<file path="src/rtl/srps_pkg.sv">
package srps_pkg;

    typedef enum logic [3:0] {
        ST_REC_LOW,
        ST_REC_HIGH,
        ST_REC_WL,
        ST_REC_WR,
        ST_REC_CHK,
        ST_PLAY_LOW,
        ST_PLAY_HIGH,
        ST_PLAY_RL,
        ST_PLAY_RR,
        ST_PLAY_LOAD,
        ST_IDLE
    } seq_state_t;

    localparam int unsigned NUM_LANES = 2;

endpackage

</file>
<file path="src/rtl/srps_hook.sv">
module srps_hook #(
    parameter int unsigned DATA_W = 24,
    parameter int unsigned LANES  = 2
) (
    input  logic [LANES-1:0][DATA_W-1:0] lane_in,
    output logic [LANES-1:0][DATA_W-1:0] lane_out
);

    // Zero-latency identity stage; a later processing step slots in here.
    for (genvar g = 0; g < LANES; g++) begin : g_lane
        assign lane_out[g] = lane_in[g];
    end

endmodule

</file>
<file path="src/rtl/srps_ptr.sv">
module srps_ptr #(
    parameter int unsigned           ADDR_W     = 24,
    parameter logic [ADDR_W-1:0]     START_ADDR = '0,
    parameter logic [ADDR_W-1:0]     END_ADDR   = '1
) (
    input  logic              clk,
    input  logic              rst_n,
    input  logic              reload,
    input  logic              step,
    output logic [ADDR_W-1:0] ptr,
    output logic              below_end
);

    localparam logic [ADDR_W-1:0] ONE = {{(ADDR_W-1){1'b0}}, 1'b1};

    always_ff @(posedge clk) begin
        if (!rst_n) begin
            ptr <= START_ADDR;
        end else if (reload) begin
            ptr <= START_ADDR;
        end else if (step) begin
            ptr <= ptr + ONE;
        end
    end

    assign below_end = (ptr < END_ADDR);

endmodule

</file>
<file path="src/rtl/srps_tx_bank.sv">
module srps_tx_bank #(
    parameter int unsigned       DATA_W    = 24,
    parameter logic [DATA_W-1:0] CTRL_WORD = '0
) (
    input  logic              clk,
    input  logic              rst_n,
    input  logic              load,
    input  logic [DATA_W-1:0] left_in,
    input  logic [DATA_W-1:0] right_in,
    output logic [DATA_W-1:0] slot0,
    output logic [DATA_W-1:0] slot1,
    output logic [DATA_W-1:0] slot2,
    output logic [DATA_W-1:0] slot3,
    output logic              strobe
);

    always_ff @(posedge clk) begin
        if (!rst_n) begin
            slot0  <= '0;
            slot1  <= '0;
            slot2  <= '0;
            slot3  <= '0;
            strobe <= 1'b0;
        end else begin
            strobe <= load;
            if (load) begin
                slot0 <= left_in;
                slot1 <= right_in;
                slot2 <= CTRL_WORD;
                slot3 <= CTRL_WORD;
            end
        end
    end

endmodule

</file>
<file path="src/rtl/srps_top.sv">
module srps_top
    import srps_pkg::*;
#(
    parameter int unsigned       DATA_W     = 24,
    parameter int unsigned       ADDR_W     = 24,
    parameter logic [ADDR_W-1:0] START_ADDR = 24'h040000,
    parameter logic [ADDR_W-1:0] END_ADDR   = 24'h050000,
    parameter logic [DATA_W-1:0] CTRL_WORD  = 24'h000300
) (
    input  logic              clk,
    input  logic              rst_n,
    input  logic              start,
    input  logic              fs_flag,
    input  logic [DATA_W-1:0] rx_left,
    input  logic [DATA_W-1:0] rx_right,
    output logic              mem_en,
    output logic              mem_we,
    output logic [ADDR_W-1:0] mem_addr,
    output logic [DATA_W-1:0] mem_wdata,
    input  logic [DATA_W-1:0] mem_rdata,
    output logic [DATA_W-1:0] tx_slot0,
    output logic [DATA_W-1:0] tx_slot1,
    output logic [DATA_W-1:0] tx_slot2,
    output logic [DATA_W-1:0] tx_slot3,
    output logic              tx_strobe,
    output logic              done
);

    localparam int unsigned LANE_L = 0;
    localparam int unsigned LANE_R = 1;

    seq_state_t state_q, state_d;

    logic [NUM_LANES-1:0][DATA_W-1:0] cap_q;
    logic [NUM_LANES-1:0][DATA_W-1:0] hooked;
    logic [DATA_W-1:0]                rd_left_q;

    logic              ptr_reload;
    logic              ptr_step;
    logic              ptr_below;
    logic [ADDR_W-1:0] ptr;
    logic              bank_load;
    logic              cap_take;

    // Next-state process
    always_comb begin
        state_d = state_q;
        unique case (state_q)
            ST_REC_LOW:   if (!fs_flag) state_d = ST_REC_HIGH;
            ST_REC_HIGH:  if (fs_flag)  state_d = ST_REC_WL;
            ST_REC_WL:    state_d = ST_REC_WR;
            ST_REC_WR:    state_d = ST_REC_CHK;
            ST_REC_CHK:   state_d = ptr_below ? ST_REC_LOW : ST_PLAY_LOW;
            ST_PLAY_LOW:  if (!fs_flag) state_d = ST_PLAY_HIGH;
            ST_PLAY_HIGH: if (fs_flag)  state_d = ST_PLAY_RL;
            ST_PLAY_RL:   state_d = ST_PLAY_RR;
            ST_PLAY_RR:   state_d = ST_PLAY_LOAD;
            ST_PLAY_LOAD: state_d = ptr_below ? ST_PLAY_LOW : ST_IDLE;
            ST_IDLE:      if (start) state_d = ST_REC_LOW;
            default:      state_d = ST_IDLE;
        endcase
    end

    // State register
    always_ff @(posedge clk) begin
        if (!rst_n) begin
            state_q <= ST_REC_LOW;
        end else begin
            state_q <= state_d;
        end
    end

    // Output process
    always_comb begin
        mem_en     = 1'b0;
        mem_we     = 1'b0;
        mem_wdata  = '0;
        ptr_step   = 1'b0;
        ptr_reload = 1'b0;
        bank_load  = 1'b0;
        cap_take   = 1'b0;
        done       = 1'b0;
        unique case (state_q)
            ST_REC_HIGH: begin
                cap_take = fs_flag;
            end
            ST_REC_WL: begin
                mem_en    = 1'b1;
                mem_we    = 1'b1;
                mem_wdata = hooked[LANE_L];
                ptr_step  = 1'b1;
            end
            ST_REC_WR: begin
                mem_en    = 1'b1;
                mem_we    = 1'b1;
                mem_wdata = hooked[LANE_R];
                ptr_step  = 1'b1;
            end
            ST_REC_CHK: begin
                ptr_reload = !ptr_below;
            end
            ST_PLAY_RL, ST_PLAY_RR: begin
                mem_en   = 1'b1;
                ptr_step = 1'b1;
            end
            ST_PLAY_LOAD: begin
                bank_load = 1'b1;
            end
            ST_IDLE: begin
                done       = 1'b1;
                ptr_reload = start;
            end
            default: begin
            end
        endcase
    end

    assign mem_addr = ptr;

    // Receive latch at the frame edge
    always_ff @(posedge clk) begin
        if (!rst_n) begin
            cap_q <= '0;
        end else if (cap_take) begin
            cap_q[LANE_L] <= rx_left;
            cap_q[LANE_R] <= rx_right;
        end
    end

    // Left read word arrives while the right read is issued
    always_ff @(posedge clk) begin
        if (!rst_n) begin
            rd_left_q <= '0;
        end else if (state_q == ST_PLAY_RR) begin
            rd_left_q <= mem_rdata;
        end
    end

    srps_hook #(
        .DATA_W (DATA_W),
        .LANES  (NUM_LANES)
    ) u_hook (
        .lane_in  (cap_q),
        .lane_out (hooked)
    );

    srps_ptr #(
        .ADDR_W     (ADDR_W),
        .START_ADDR (START_ADDR),
        .END_ADDR   (END_ADDR)
    ) u_ptr (
        .clk       (clk),
        .rst_n     (rst_n),
        .reload    (ptr_reload),
        .step      (ptr_step),
        .ptr       (ptr),
        .below_end (ptr_below)
    );

    srps_tx_bank #(
        .DATA_W    (DATA_W),
        .CTRL_WORD (CTRL_WORD)
    ) u_bank (
        .clk      (clk),
        .rst_n    (rst_n),
        .load     (bank_load),
        .left_in  (rd_left_q),
        .right_in (mem_rdata),
        .slot0    (tx_slot0),
        .slot1    (tx_slot1),
        .slot2    (tx_slot2),
        .slot3    (tx_slot3),
        .strobe   (tx_strobe)
    );

endmodule

</file>
<file path="config.mk">
export PLATFORM = sky130hd
export DESIGN_NAME = srps_top
export DESIGN_NICKNAME = d
export VERILOG_FILES = /design/src/rtl/srps_pkg.sv /design/src/rtl/srps_hook.sv /design/src/rtl/srps_ptr.sv /design/src/rtl/srps_tx_bank.sv /design/src/rtl/srps_top.sv
export SDC_FILE = /design/constraint.sdc
export NUM_CORES = 1
export LEC_CHECK = 0
export BUFFER_PORTS_ARGS = -buffer_cell sky130_fd_sc_hd__buf_2
export CAP_MARGIN = 15
export CORE_MARGIN = 10
export CORE_UTILIZATION = 54
export DETAILED_ROUTE_END_ITERATION = 8
export GPL_ROUTABILITY_DRIVEN = 0
export GPL_TIMING_DRIVEN = 0
export PLACE_DENSITY = 0.92
export SLEW_MARGIN = 20
export SYNTH_ARGS = -nofsm -noshare
export SYNTH_HDL_FRONTEND = slang
export SYNTH_SLANG_ARGS = --single-unit
</file>
<file path="constraint.sdc">
create_clock -name clk -period 4.5 [get_ports clk]
set_input_delay 0.9 -clock clk [delete_from_list [all_inputs] [get_ports clk]]
set_output_delay 0.9 -clock clk [all_outputs]
set_load 0.1 [all_outputs]
</file>
==> run_results.csv <==
group,metric,value,unit
grt,grt_pass1_vias,5943,
final_layout,nNetsFinal,1114,
power_and_ir_drop,p_sw,1670,uW
placed_design,placed_area,0.00778,mm2
grt,grt_pass1_wl,29.0,mm
floorplan,start_util,54.7,%
final_layout,regArea,0.00300,mm2
power_and_ir_drop,peakVddDrop,354,uV
setup_path,crit_type,"reg -> out",
sta,post-route-period-util,89.8,%
floorplan,die_x,130,um
routing,drtIter0Drc,387,
grt,grt_overflow,0,
hold_path,min_delay_path_depth,2,
hold_path,holdPathEnd,"u_bank.slot0[21]",
setup_path,worstRegToRegCells,7,
setup_path,cp_cell_sequence,"or2_2 > clkbuf_1 > nor3_1 > clkbuf_1 > a22o_1 > buf_2",
synth,synth_top_area_share,45.9,%
final_layout,drive_gt1_share,24.9,%
synth,syn_area,0.00655,mm2
placed_design,post-dp-hpwl,14.1,mm
power_and_ir_drop,power_frac_comb,32.5,%
setup_path,cpPeakStageDelay,0.69,ns
power_and_ir_drop,power_frac_clock,30.9,%
synth,async_flop_share,0,%
cts,cts_setup_buffers,0,
setup_path,cp.required,3.60,ns
synth,synth_area_leaders,"dfxtp_1, nand2_1, a21boi_0",
synth,synth-seq-cells,150,
setup_path,endpoint_kind,"primary output",
synth,synth_edf_count,0,
grt,grt_max_degree,17,
setup_path,start_kind,"flop",
cts,cts_made_buffers,17,
final_layout,finish.instance_area,0.00832,mm2
hold_path,hold_start,"u_bank.slot0[21]",
synth,dominantRegCellSynth,"dfxtp_1",
final_layout,diodes,0,
floorplan,fp.dieH,130,um
routing,via_per_inst,5.07,
sta,grt_setup_unrepaired,"false",
sta,fin_skew,0.00751,ns
cts,clk_transition_reported_paths,0.06,ns
run,cap_violations,0,
power_and_ir_drop,p_seq_share,36.6,%
routing,wl_per_cell,15.6,um
routing,route.detailed.drc,0,
status,outcome,"completed",
synth,syn_area_per_cell,8.22,um2
cts,ctsHoldBuffers,0,
final_layout,final_common_cell,"nand2_1",
sta,max_clock_freq,247,MHz
cts,htreeDepth,4,
synth,syn_inst,797,
power_and_ir_drop,sw_frac_of_total,39.6,%
synth,yosys.cell_types.count,40,
setup_path,crit_path_frequent_cell,"clkbuf_1",
sta,worst_pin_slew,0.882,ns
final_layout,area_delta_synth_final,27.1,%
grt,antenna_found_initial,0,
synth,ys_seq_area_share,45.9,%
setup_path,crit_slowest_cell,"nor3_1",
cts,cts-root-buf,"clkbuf_16",
cts,cts_resized,0,
grt,gr-usage-all-layers,21.6,%
power_and_ir_drop,p_total,4210,uW
setup_path,r2r_setup_slack,1.87,ns
cts,max-clock-path-buffers,2,
floorplan,rows,40,
synth,yosys_warnings,0,
setup_path,r2r-end,"u_ptr.ptr[23]",
power_and_ir_drop,p_leak,0.00352,uW
routing,ant_nets,0,
sta,slew_viol_final,0,
final_layout,final_cell_mix,"nand2_1, buf_2, dfxtp_1",
routing,num_vias,6048,
setup_path,crit_fanout,10,
setup_path,cp-startpoint,"state_q[3]",
cts,cts_tree,"done",
sta,hold_violations,0,
placed_design,numPortBuffers,178,
sta,max-slew-margin-rel,40.7,%
routing,wirelength,18.6,mm
power_and_ir_drop,intPower,2550,uW
synth,synth.largest_area_cell,"dfxtp_1",
cts,cts.sinks,150,
final_layout,fillers,979,
power_and_ir_drop,p_per_area,506,mW/mm2
cts,clock_latency,0.42,ns
floorplan,die_area,0.0169,mm2
sta,setup_tns,0,ns
sta,period_minus_slack,4.04,ns
final_layout,multi_input_area,0.00313,mm2
routing,drt-pass1-iter-count,5,
floorplan,ios,224,
sta,setup_viol,0,
setup_path,worstReg2RegStart,"state_q[0]",
setup_path,cp_data_arrival_time,3.14,ns
floorplan,core_area,0.0120,mm2
hold_path,hp-class,"reg -> reg",
==> area by class of cell <==
cell class | instances | share of cell area [%]
inverter | 5 | 0.226
tap | 147 | 2.21
clock buffer | 20 | 5.49
buffer | 100 | 6.68
multi-input combinational | 585 | 37.6
timing repair buffer | 178 | 10.7
clock inverter | 9 | 0.977
sequential | 150 | 36.1
==> critical path: cells and delay by family, from the launching register on <==
kind | cells | cell delay (ns)
buf+inv | 3 | 1.09
simple gates | 2 | 1.00
flops | 1 | 0.38
compound gates | 1 | 0.24
==> flip-flops by register name (all words and copies together) (netlist names) <==
signal,flops
cap_q,48
rd_left_q,24
u_bank.slot0,24
u_bank.slot1,24
u_ptr.ptr,24
state_q,4
u_bank.slot2,1
u_bank.strobe,1
==> cells by family after synthesis <==
| kind of cell | count (synthesis) | share of synthesized area (%) |
|---|---|---|
| AND/OR/NAND/NOR | 349 | 22.5 |
| other | 1 | 0.0573 |
| buffers and inverters | 105 | 8.77 |
| adder cells (fa/ha/maj) | 1 | 0.191 |
| flip-flops | 150 | 45.9 |
| XOR/XNOR | 21 | 2.81 |
| AO/OA/AOI/OAI | 170 | 19.8 |
==> through the flow <==
stage	cells	worst slack [ns]	hold slack [ns]	util [%]
4_1_cts	1194	0.493	0.461	69.6
6_report	1194	0.459	0.458	69.6
3_3_place_gp	1165	1.00	0.446	65.1
5_1_grt	1194	0.331	0.480	69.6
3_5_place_dp	1165	0.984	0.454	65.1
2_1_floorplan	840	0.0275	0.441	-
==> routing by layer <==
| layer | part of all wire [%] | up-vias | wire, um | GRT usage (%) |
|---|---|---|---|---|
| li1 | - | 3042 | - | - |
| met1 | 39 | 2756 | 7200 | 23.5 |
| met2 | 50 | 211 | 9280 | 37.1 |
| met3 | 8.4 | 39 | 1560 | 6.90 |
| met4 | 3.1 | 0 | 586 | 10.6 |
| met5 | 0 | - | 0 | 0 |
==> power groups by stage <==
stage                     Combinational (uW)  Clock, uW  Sequential [uW]
final                                   1370       1300             1540
after global routing                    1480       1360             1560
after CTS                               1370       1320             1540
after detailed placement                1360          0             1570
after global placement                  1340          0             1560
after floorplan                          907          0             1740
==> synth_stat cells (all sizes together) (9+ instances only) <==
master / number
a21boi: 121
nand3: 15
nor2: 23
a22o: 25
nor3: 11
xor2: 12
dfxtp: 150
nand2: 260
clkbuf: 46
xnor2: 9
buf: 54
a21oi: 9
==> worst max-delay path by stage <==
stage,endpoint,slack [ns],cells past startpoint
after floorplan,done,0.03,3
after global placement,mem_wdata[14],1.00,6
after detailed placement,mem_wdata[2],0.98,6
after CTS,mem_wdata[2],0.49,6
after global routing,mem_wdata[14],0.33,6
final,mem_wdata[2],0.46,6
No activity file was read; power rests on OpenSTA's default activity.
